==> src/rtl/snb_pkg.sv <==
package snb_pkg;
    localparam int WORD_W     = 32;
    localparam int LINE_WORDS = 8;
    localparam int WADDR_W    = 30;
    localparam int OFF_W      = $clog2(LINE_WORDS);
    localparam int LINE_AW    = WADDR_W - OFF_W;

    typedef logic [WORD_W-1:0]  word_t;
    typedef logic [OFF_W-1:0]   off_t;
    typedef logic [LINE_AW-1:0] line_t;
    typedef logic [WADDR_W-1:0] waddr_t;

    typedef enum logic [1:0] {
        BUF_EMPTY,
        BUF_FILL,
        BUF_HELD
    } buf_state_e;

    localparam off_t LAST_OFF = off_t'(LINE_WORDS - 1);

    function automatic waddr_t join_addr(line_t l, off_t o);
        return {l, o};
    endfunction

    function automatic line_t line_of(waddr_t a);
        return a[WADDR_W-1:OFF_W];
    endfunction

    function automatic off_t off_of(waddr_t a);
        return a[OFF_W-1:0];
    endfunction
endpackage

==> src/rtl/snb_line_store.sv <==
module snb_line_store
    import snb_pkg::*;
(
    input  logic   clk,
    input  logic   rst,
    input  logic   wb_valid,
    input  logic   wb_first,
    input  line_t  wb_line,
    input  word_t  wb_data,
    input  logic   bw_valid,
    input  waddr_t bw_addr,
    input  word_t  bw_data,
    input  logic   release_i,
    input  off_t   off_a,
    input  off_t   off_b,
    output logic   held,
    output logic   busy,
    output line_t  line_q,
    output word_t  word_a,
    output word_t  word_b
);
    buf_state_e state;
    off_t       fill_cnt;
    word_t      mem [LINE_WORDS];

    logic  wr_en;
    off_t  wr_idx;
    word_t wr_data;
    logic  bw_hit;

    assign bw_hit = bw_valid && (state == BUF_HELD) && (line_of(bw_addr) == line_q);

    always_comb begin
        wr_en   = 1'b0;
        wr_idx  = '0;
        wr_data = wb_data;
        unique case (state)
            BUF_EMPTY: if (wb_valid && wb_first) begin
                wr_en  = 1'b1;
                wr_idx = '0;
            end
            BUF_FILL: if (wb_valid) begin
                wr_en  = 1'b1;
                wr_idx = fill_cnt;
            end
            BUF_HELD: if (bw_hit) begin
                wr_en   = 1'b1;
                wr_idx  = off_of(bw_addr);
                wr_data = bw_data;
            end
            default: wr_en = 1'b0;
        endcase
    end

    always_ff @(posedge clk) begin
        if (wr_en) mem[wr_idx] <= wr_data;
    end

    always_ff @(posedge clk) begin
        if (rst) begin
            state    <= BUF_EMPTY;
            fill_cnt <= '0;
            line_q   <= '0;
        end else begin
            unique case (state)
                BUF_EMPTY: if (wb_valid && wb_first) begin
                    line_q   <= wb_line;
                    fill_cnt <= off_t'(1);
                    state    <= BUF_FILL;
                end
                BUF_FILL: if (wb_valid) begin
                    fill_cnt <= fill_cnt + off_t'(1);
                    if (fill_cnt == LAST_OFF) state <= BUF_HELD;
                end
                BUF_HELD: if (release_i) state <= BUF_EMPTY;
                default: state <= BUF_EMPTY;
            endcase
        end
    end

    assign held   = (state == BUF_HELD);
    assign busy   = (state != BUF_EMPTY);
    assign word_a = mem[off_a];
    assign word_b = mem[off_b];

    // a new burst may only start into an empty buffer
    assert_fill_only_when_free_R8: assert property (@(posedge clk) disable iff (rst)
        (wb_valid && wb_first) |-> (state == BUF_EMPTY));

    // a held line stays held until released
    assert_hold_until_release_R7: assert property (@(posedge clk) disable iff (rst)
        (held && !release_i) |=> held);

    // once the line is held, the stall is up
    assert_stall_while_held_R2: assert property (@(posedge clk) disable iff (rst)
        held |-> busy);
endmodule

==> src/rtl/snb_drain_seq.sv <==
module snb_drain_seq
    import snb_pkg::*;
(
    input  logic   clk,
    input  logic   rst,
    input  logic   held,
    input  line_t  line_q,
    input  word_t  word,
    input  logic   mw_ready,
    output logic   mw_valid,
    output waddr_t mw_addr,
    output word_t  mw_data,
    output off_t   ptr,
    output logic   done
);
    always_ff @(posedge clk) begin
        if (rst || !held) begin
            ptr  <= '0;
            done <= 1'b0;
        end else if (mw_valid && mw_ready) begin
            if (ptr == LAST_OFF) begin
                done <= 1'b1;
                ptr  <= '0;
            end else begin
                ptr <= ptr + off_t'(1);
            end
        end
    end

    assign mw_valid = held && !done;
    assign mw_addr  = join_addr(line_q, ptr);
    assign mw_data  = word;

    // a stalled beat keeps its address and stays valid
    assert_hold_under_backpressure_R3: assert property (@(posedge clk) disable iff (rst)
        (mw_valid && !mw_ready) |=> (mw_valid && $stable(mw_addr)));

    // accepted beats advance the offset by one
    assert_offsets_in_order_R3: assert property (@(posedge clk) disable iff (rst)
        (mw_valid && mw_ready && (off_of(mw_addr) != LAST_OFF)) |=>
        (mw_valid && (off_of(mw_addr) == off_of($past(mw_addr)) + off_t'(1))));
endmodule

==> src/rtl/snb_read_seq.sv <==
module snb_read_seq
    import snb_pkg::*;
(
    input  logic  clk,
    input  logic  rst,
    input  logic  rd_req,
    input  line_t rd_line,
    input  logic  held,
    input  line_t buf_line,
    input  word_t word,
    output logic  rd_valid,
    output word_t rd_data,
    output logic  rd_last,
    output logic  rd_fwd,
    output line_t rd_fwd_line,
    output off_t  ptr,
    output logic  active
);
    logic hit;

    assign hit = rd_req && held && (rd_line == buf_line) && !active;

    always_ff @(posedge clk) begin
        if (rst) begin
            active      <= 1'b0;
            ptr         <= '0;
            rd_fwd      <= 1'b0;
            rd_fwd_line <= '0;
        end else begin
            rd_fwd <= rd_req && !hit;
            if (rd_req) rd_fwd_line <= rd_line;
            if (hit) begin
                active <= 1'b1;
                ptr    <= '0;
            end else if (active) begin
                if (ptr == LAST_OFF) active <= 1'b0;
                else                 ptr    <= ptr + off_t'(1);
            end
        end
    end

    assign rd_valid = active;
    assign rd_data  = word;
    assign rd_last  = active && (ptr == LAST_OFF);

    // a burst starts only in answer to a request
    assert_burst_needs_request_R4: assert property (@(posedge clk) disable iff (rst)
        $rose(rd_valid) |-> $past(rd_req));

    // the last word closes the burst
    assert_last_ends_burst_R4: assert property (@(posedge clk) disable iff (rst)
        rd_last |=> !rd_valid);

    // buffered words are only returned from a held line
    assert_burst_from_held_R7: assert property (@(posedge clk) disable iff (rst)
        rd_valid |-> held);
endmodule

==> src/rtl/snoop_wb_buffer.sv <==
module snoop_wb_buffer
    import snb_pkg::*;
(
    input  logic               clk,
    input  logic               rst,
    input  logic               wb_valid,
    input  logic               wb_first,
    input  logic [LINE_AW-1:0] wb_line,
    input  logic [WORD_W-1:0]  wb_data,
    output logic               snoop_stall,
    input  logic               bw_valid,
    input  logic [WADDR_W-1:0] bw_addr,
    input  logic [WORD_W-1:0]  bw_data,
    input  logic               rd_req,
    input  logic [LINE_AW-1:0] rd_line,
    output logic               rd_valid,
    output logic [WORD_W-1:0]  rd_data,
    output logic               rd_last,
    output logic               rd_fwd,
    output logic [LINE_AW-1:0] rd_fwd_line,
    output logic               mw_valid,
    output logic [WADDR_W-1:0] mw_addr,
    output logic [WORD_W-1:0]  mw_data,
    input  logic               mw_ready
);
    logic  held, busy, drain_done, rd_active, release_buf;
    line_t line_q;
    off_t  drain_ptr, rd_ptr;
    word_t drain_word, rd_word;

    assign release_buf = drain_done && !rd_active && !rd_req;
    assign snoop_stall = busy;

    snb_line_store u_store (
        .clk       (clk),
        .rst       (rst),
        .wb_valid  (wb_valid),
        .wb_first  (wb_first),
        .wb_line   (wb_line),
        .wb_data   (wb_data),
        .bw_valid  (bw_valid),
        .bw_addr   (bw_addr),
        .bw_data   (bw_data),
        .release_i (release_buf),
        .off_a     (drain_ptr),
        .off_b     (rd_ptr),
        .held      (held),
        .busy      (busy),
        .line_q    (line_q),
        .word_a    (drain_word),
        .word_b    (rd_word)
    );

    snb_drain_seq u_drain (
        .clk      (clk),
        .rst      (rst),
        .held     (held),
        .line_q   (line_q),
        .word     (drain_word),
        .mw_ready (mw_ready),
        .mw_valid (mw_valid),
        .mw_addr  (mw_addr),
        .mw_data  (mw_data),
        .ptr      (drain_ptr),
        .done     (drain_done)
    );

    snb_read_seq u_read (
        .clk         (clk),
        .rst         (rst),
        .rd_req      (rd_req),
        .rd_line     (rd_line),
        .held        (held),
        .buf_line    (line_q),
        .word        (rd_word),
        .rd_valid    (rd_valid),
        .rd_data     (rd_data),
        .rd_last     (rd_last),
        .rd_fwd      (rd_fwd),
        .rd_fwd_line (rd_fwd_line),
        .ptr         (rd_ptr),
        .active      (rd_active)
    );

    // the stall only drops after the memory write completed
    assert_release_after_drain_R7: assert property (@(posedge clk) disable iff (rst)
        $fell(held) |-> $past(drain_done));

    // a request during a burst never interrupts it
    assert_burst_not_cut_R9: assert property (@(posedge clk) disable iff (rst)
        (rd_valid && !rd_last) |=> rd_valid);
endmodule

==> config.mk <==
export PLATFORM = sky130hd
export DESIGN_NAME = snoop_wb_buffer
export DESIGN_NICKNAME = d
export VERILOG_FILES = /design/src/rtl/snb_pkg.sv /design/src/rtl/snb_line_store.sv /design/src/rtl/snb_drain_seq.sv /design/src/rtl/snb_read_seq.sv /design/src/rtl/snoop_wb_buffer.sv
export SDC_FILE = /design/constraint.sdc
export NUM_CORES = 1
export LEC_CHECK = 0
export CORE_MARGIN = 3
export CORE_UTILIZATION = 53
export DETAILED_ROUTE_END_ITERATION = 10
export PLACE_DENSITY = 0.81
export SYNTH_ARGS = -nofsm -noshare
export SYNTH_HDL_FRONTEND = slang
export SYNTH_SLANG_ARGS = --single-unit
export TNS_END_PERCENT = 10
==> constraint.sdc <==
create_clock -name clk -period 5.5 [get_ports clk]
set_input_delay 1.1 -clock clk [delete_from_list [all_inputs] [get_ports clk]]
set_output_delay 1.1 -clock clk [all_outputs]
set_load 0.05 [all_outputs]
* Yosys cells after proc, flatten, opt, wreduce, memory -nomap -nowiden
Memory sizes are Yosys's and may differ from the RTL's. A register that Yosys moved wholly into a read port is not among the register bits. Index checks and enable logic that the tools add are counted.
Cells by class: $add $sub $neg 3, multipliers 0, divide/modulo/power cells 0, $lt $le $gt $ge 0, equal/unequal tests 11, shift-type cells 0, mux-type cells 27, bitwise operators 1, reductions and logical operators 27
Operators by type and width (count):
- $mux 32 | 2
- $eq 27x27->1 | 2
- $mux 3 | 9
- $logic_and 1x1->1 | 12
- $pmux 3 s2 | 2
- $add 3x1->3 const B | 3
- $eq 3x3->1 const B | 3
- $mux 1 | 8
- $mux 2 | 4
- $pmux 2 s3 | 1
- $reduce_and 2->1 | 3
- $logic_not 1->1 | 5
- $ne 2x1->1 const B | 2
- $ne 2x2->1 const B | 2
- $reduce_and 4->1 | 1
- $reduce_bool 2->1 | 2
- $pmux 1 s3 | 1
- $reduce_and 3->1 | 1
- $eq 2x1->1 const B | 1
- $eq 2x2->1 const B | 1
- $logic_not 2->1 | 1
- $reduce_or 2->1 | 1
- $logic_or 1x1->1 | 1
- $not 1->1 | 1
Storage, ports and cells: bits in registers 68, latch bits 0, bits in writable memories 256, bits in read-only memories 0, output and inout port bits 126, memories kept 1
Memory list:
- u_store.mem | words 8, width 32, rd ports 2, clocked after Yosys merged registers in 2, write ports 1, RTL line snb_line_store.sv:24 | word_t mem [LINE_WORDS];

* Logic depth before layout (Yosys ltp)
depth in word-level cells 7, mapped depth 8, depth with buffers taken out 8

* Modules after synthesis
A second synthesis with hierarchy kept.
Second synthesis, totals: cell total of the unflattened synthesis 1004, area, all modules 15994.1 um^2
By module, submodules not included:
- snb_line_store | times used 1, cells an instance 746, area each 13608.1 um^2
- snb_read_seq | times used 1, cells an instance 177, area each 1722.9 um^2
- snb_drain_seq | times used 1, cells an instance 80, area each 650.6 um^2
- snoop_wb_buffer | times used 1, cells an instance 1, area each 12.5 um^2

* Worst setup path before layout
OpenSTA, ideal clock, no wires.
path type input port to flip-flop, start point input bw_addr[6], end point memory u_store.mem[2][0] (netlist name), enable pin, arrival time 4624 ps, path slack 408 ps, stages on the path 6, cell sequence xnor2_1 -> nand4_1 -> or2_4 -> or3_4 -> o21ai_2 -> nor3b_1
Between the ends: longest elaborated chain between the ends 6, elaborated cells between the ends (all ways) 8, those cells by class eq/ne: 1; mux: 6; reduce/logical: 1
RTL lines:
- start, declared | RTL line snoop_wb_buffer.sv:12 | input logic [WADDR_W-1:0] bw_addr,
- $eq 27x27->1 (*) | RTL line snb_line_store.sv:31 | assign bw_hit = bw_valid && (state == BUF_HELD) && (line_of(bw_addr) == line_q);
- $logic_and 1x1->1 (*) | RTL line snb_line_store.sv:31
- $mux 1 | RTL line snb_line_store.sv:46 | BUF_HELD: if (bw_hit) begin
- $pmux 1 s3 | RTL line snb_line_store.sv:37 | unique case (state)
- $mux 1 | RTL line snb_line_store.sv:56 | if (wr_en) mem[wr_idx] <= wr_data;
- $mux 1 (not written as such) | RTL line snb_line_store.sv:56
- end, declared | RTL line snb_line_store.sv:24
Mark *: on every way between the ends. The rest lies on a longest branch, timed or not.

==> results_dict.tcl <==
set metrics [dict create \
    viasPerCell 5.99 \
    post_cts_resized 0 \
    max_freq_mhz 228 \
    critPathCaptureType "primary output" \
    ys_ff_latch 330 \
    dr.pass1.iters 5 \
    grt_max_degree 65 \
    cts_hold_buf 0 \
    die_h_microns 176 \
    die_w_microns 176 \
    grt_pass1_vias 10200 \
    maxSlewViolCount 0 \
    path_class "flop to primary output" \
    pin_count 281 \
    antenna_found_initial 0 \
    dieArea_sq_um 31000 \
    place_congestion 0.852 \
    ys_types 42 \
    drt-total-wl_mm 39.1 \
    critPathSlowestCell "dfxtp_4" \
    grt_overflow 0 \
    power_density_nw_per_um2 303 \
    drive_gt1_share_pct 25.7 \
    cts_tree "built" \
    worst_pin_slew_ns 1.09 \
    final_cell_mix "clkdlybuf4s50_1 (278), edfxtp_1 (256), mux4_2 (128)" \
    ir_worst_vdd_v 0.000253 \
    status "completed" \
    syn_avg_cell_area_sq_um 16.7 \
    finalHoldViolations 0 \
    netlist_area_sq_um 15300 \
    min_period_over_period_pct 79.7 \
    synth_edf_count 256 \
    tns_ns 0 \
    seq_area_frac_synth_pct 59.8 \
    hold_class "flop to flop" \
    cts_buffer_depth 3 \
    ant_nets 0 \
    core_region_area_sq_um 28200 \
    finalClockSkew_ns 0.0145 \
    max_stage_delay_ns 0.79 \
    dpl.hpwl_mm 25.9 \
    clkLatencyLatePin_ns 0.51 \
    grtUsageTotal_pct 25.2 \
    io_buffers 280 \
    clk_pin_slew_ns 0.06 \
    cp-start-kind "flop" \
    grt_pass1_wl_mm 59.2 \
    design_power_total_mw 5.97 \
    synthArstFlopShare_pct 0 \
    relSlewSlack_pct 27.3 \
    arrival_ns 3.29 \
    rsz0062_at_grt "false" \
    rows 61 \
    final_common_cell "clkdlybuf4s50_1" \
    crit_chain "buf_12 -> mux4_2 -> mux2_2 -> clkdlybuf4s50_1" \
    nets 1365 \
    syn_inst 917 \
    cts_setup_buffers 0 \
    antennaDiodeCount 0 \
    drc 0 \
    holdWs_ns 0.500 \
    dr.first_iter.drc_count 877 \
    area_growth_pct 28.6 \
    synth_ff_type "edfxtp_1" \
    yosysWarningCount 0 \
    start_util_pct 54.5 \
    p_leak_nw 6.44 \
    post_drt_wl_per_cell_microns 24.4 \
    max_cap_violations 0 \
    cts-root-buf "clkbuf_16" \
    ctsHtreeMaxLevel 2 \
    clkSinkCount 330 \
    cp_max_fo 34 \
    vias 9594 \
    crit_required_ns 4.40 \
    finalSetupViolCount 0 \
    syn-num-nets 1082 \
    finalCriticalPeriod_ns 4.39 \
    cts_inserted_buffers 35 \
]
==> state kept, by name, indices dropped and copies added (netlist names), named ones only <==
signal              count
u_store.mem           256
u_read.rd_fwd_line     27
u_store.line_q         27
u_drain.ptr             3
u_read.ptr              3
u_store.fill_cnt        3
u_store.state           2
u_drain.done            1
u_read.active           1
u_read.rd_fwd           1
==> power breakdown <==
part | internal, mW | switching [mW]
Clock | 1.37 | 0.929
Sequential | 2.75 | 0.0425
Combinational | 0.372 | 0.515
Total | 4.49 | 1.49
==> kinds of logic (layout without fill, tap and decap cells) <==
group | count (synthesis) | count (layout) | synth area share, %
DFF | 330 | 330 | 59.8
muxes | 257 | 257 | 28.0
and+or+nand+nor | 156 | 156 | 4.69
buffers and inverters | 62 | 368 | 1.77
xor gates and xnor gates | 55 | 55 | 3.14
AOI/OAI and AO/OA | 47 | 47 | 1.83
adders and majority gates | 10 | 10 | 0.816
==> metal layers <==
metal	vias to the layer above	GRT usage (%)	share of wire [%]
met3	83	5.89	7.8
met1	4845	31.7	38
met4	0	8.12	3.1
met5	-	0	0
met2	454	43.5	51
li1	4212	-	-
==> synth_stat cells, types with 4 or more instances <==
| cell | number | share of area [%] |
|---|---|---|
| a21oi_1 | 31 | 1.0 |
| buf_1 | 4 | 0.098 |
| buf_2 | 13 | 0.42 |
| clkbuf_1 | 34 | 0.83 |
| dfxtp_1 | 74 | 9.7 |
| edfxtp_1 | 256 | 50 |
| ha_1 | 10 | 0.82 |
| inv_1 | 8 | 0.20 |
| mux2_2 | 93 | 6.8 |
| mux2i_1 | 33 | 2.2 |
| mux4_2 | 128 | 19 |
| nand2_1 | 61 | 1.5 |
| nand3_1 | 4 | 0.13 |
| nand4_1 | 7 | 0.29 |
| nor2_1 | 46 | 1.1 |
| nor3_1 | 7 | 0.23 |
| nor4_1 | 15 | 0.61 |
| xnor2_1 | 23 | 1.3 |
| xor2_1 | 32 | 1.8 |
==> final cells by class <==
| class | instances | area (sq um) |
|---|---|---|
| multi-input cells | 525 | 5950 |
| clock inverters | 15 | 173 |
| well taps | 378 | 473 |
| inverters | 8 | 30.0 |
| repair buffers | 300 | 2970 |
| clock buffers | 45 | 953 |
| fillers | 1788 | 8430 |
| flip-flops and latches | 330 | 9190 |
==> through the flow <==
stage	setup WS [ns]	cells	utilization [%]	instance area, sq um
4_1_cts	1.04	1601	70.1	19700
3_5_place_dp	1.36	1541	66.1	18600
2_1_floorplan	0.408	917	-	15300
3_3_place_gp	1.43	1541	66.1	18600
6_report	1.11	1601	70.1	19700
5_1_grt	0.944	1601	70.1	19700
==> path summary, 6_finish.rpt <==
check / startpoint / end / slack (ns) / depth (start not counted)
worst min-delay path: u_read.rd_fwd_line[7] / u_read.rd_fwd_line[7] / 0.50 / 2
worst min register to register: u_read.rd_fwd_line[7] / u_read.rd_fwd_line[7] / 0.50 / 2
worst max-delay path: flop / rd_data[1] / 1.11 / 4
worst max register to register: u_store.line_q[14] / u_store.mem[0][18] / 2.42 / 7
==> worst max-delay path, delay by kind of cell (launching register included) <==
family,cells,cell delay (ns)
buf+inv,2,1.08
mux,2,0.87
flops,1,0.79
Note: power is estimated with default switching activity, not from simulation.
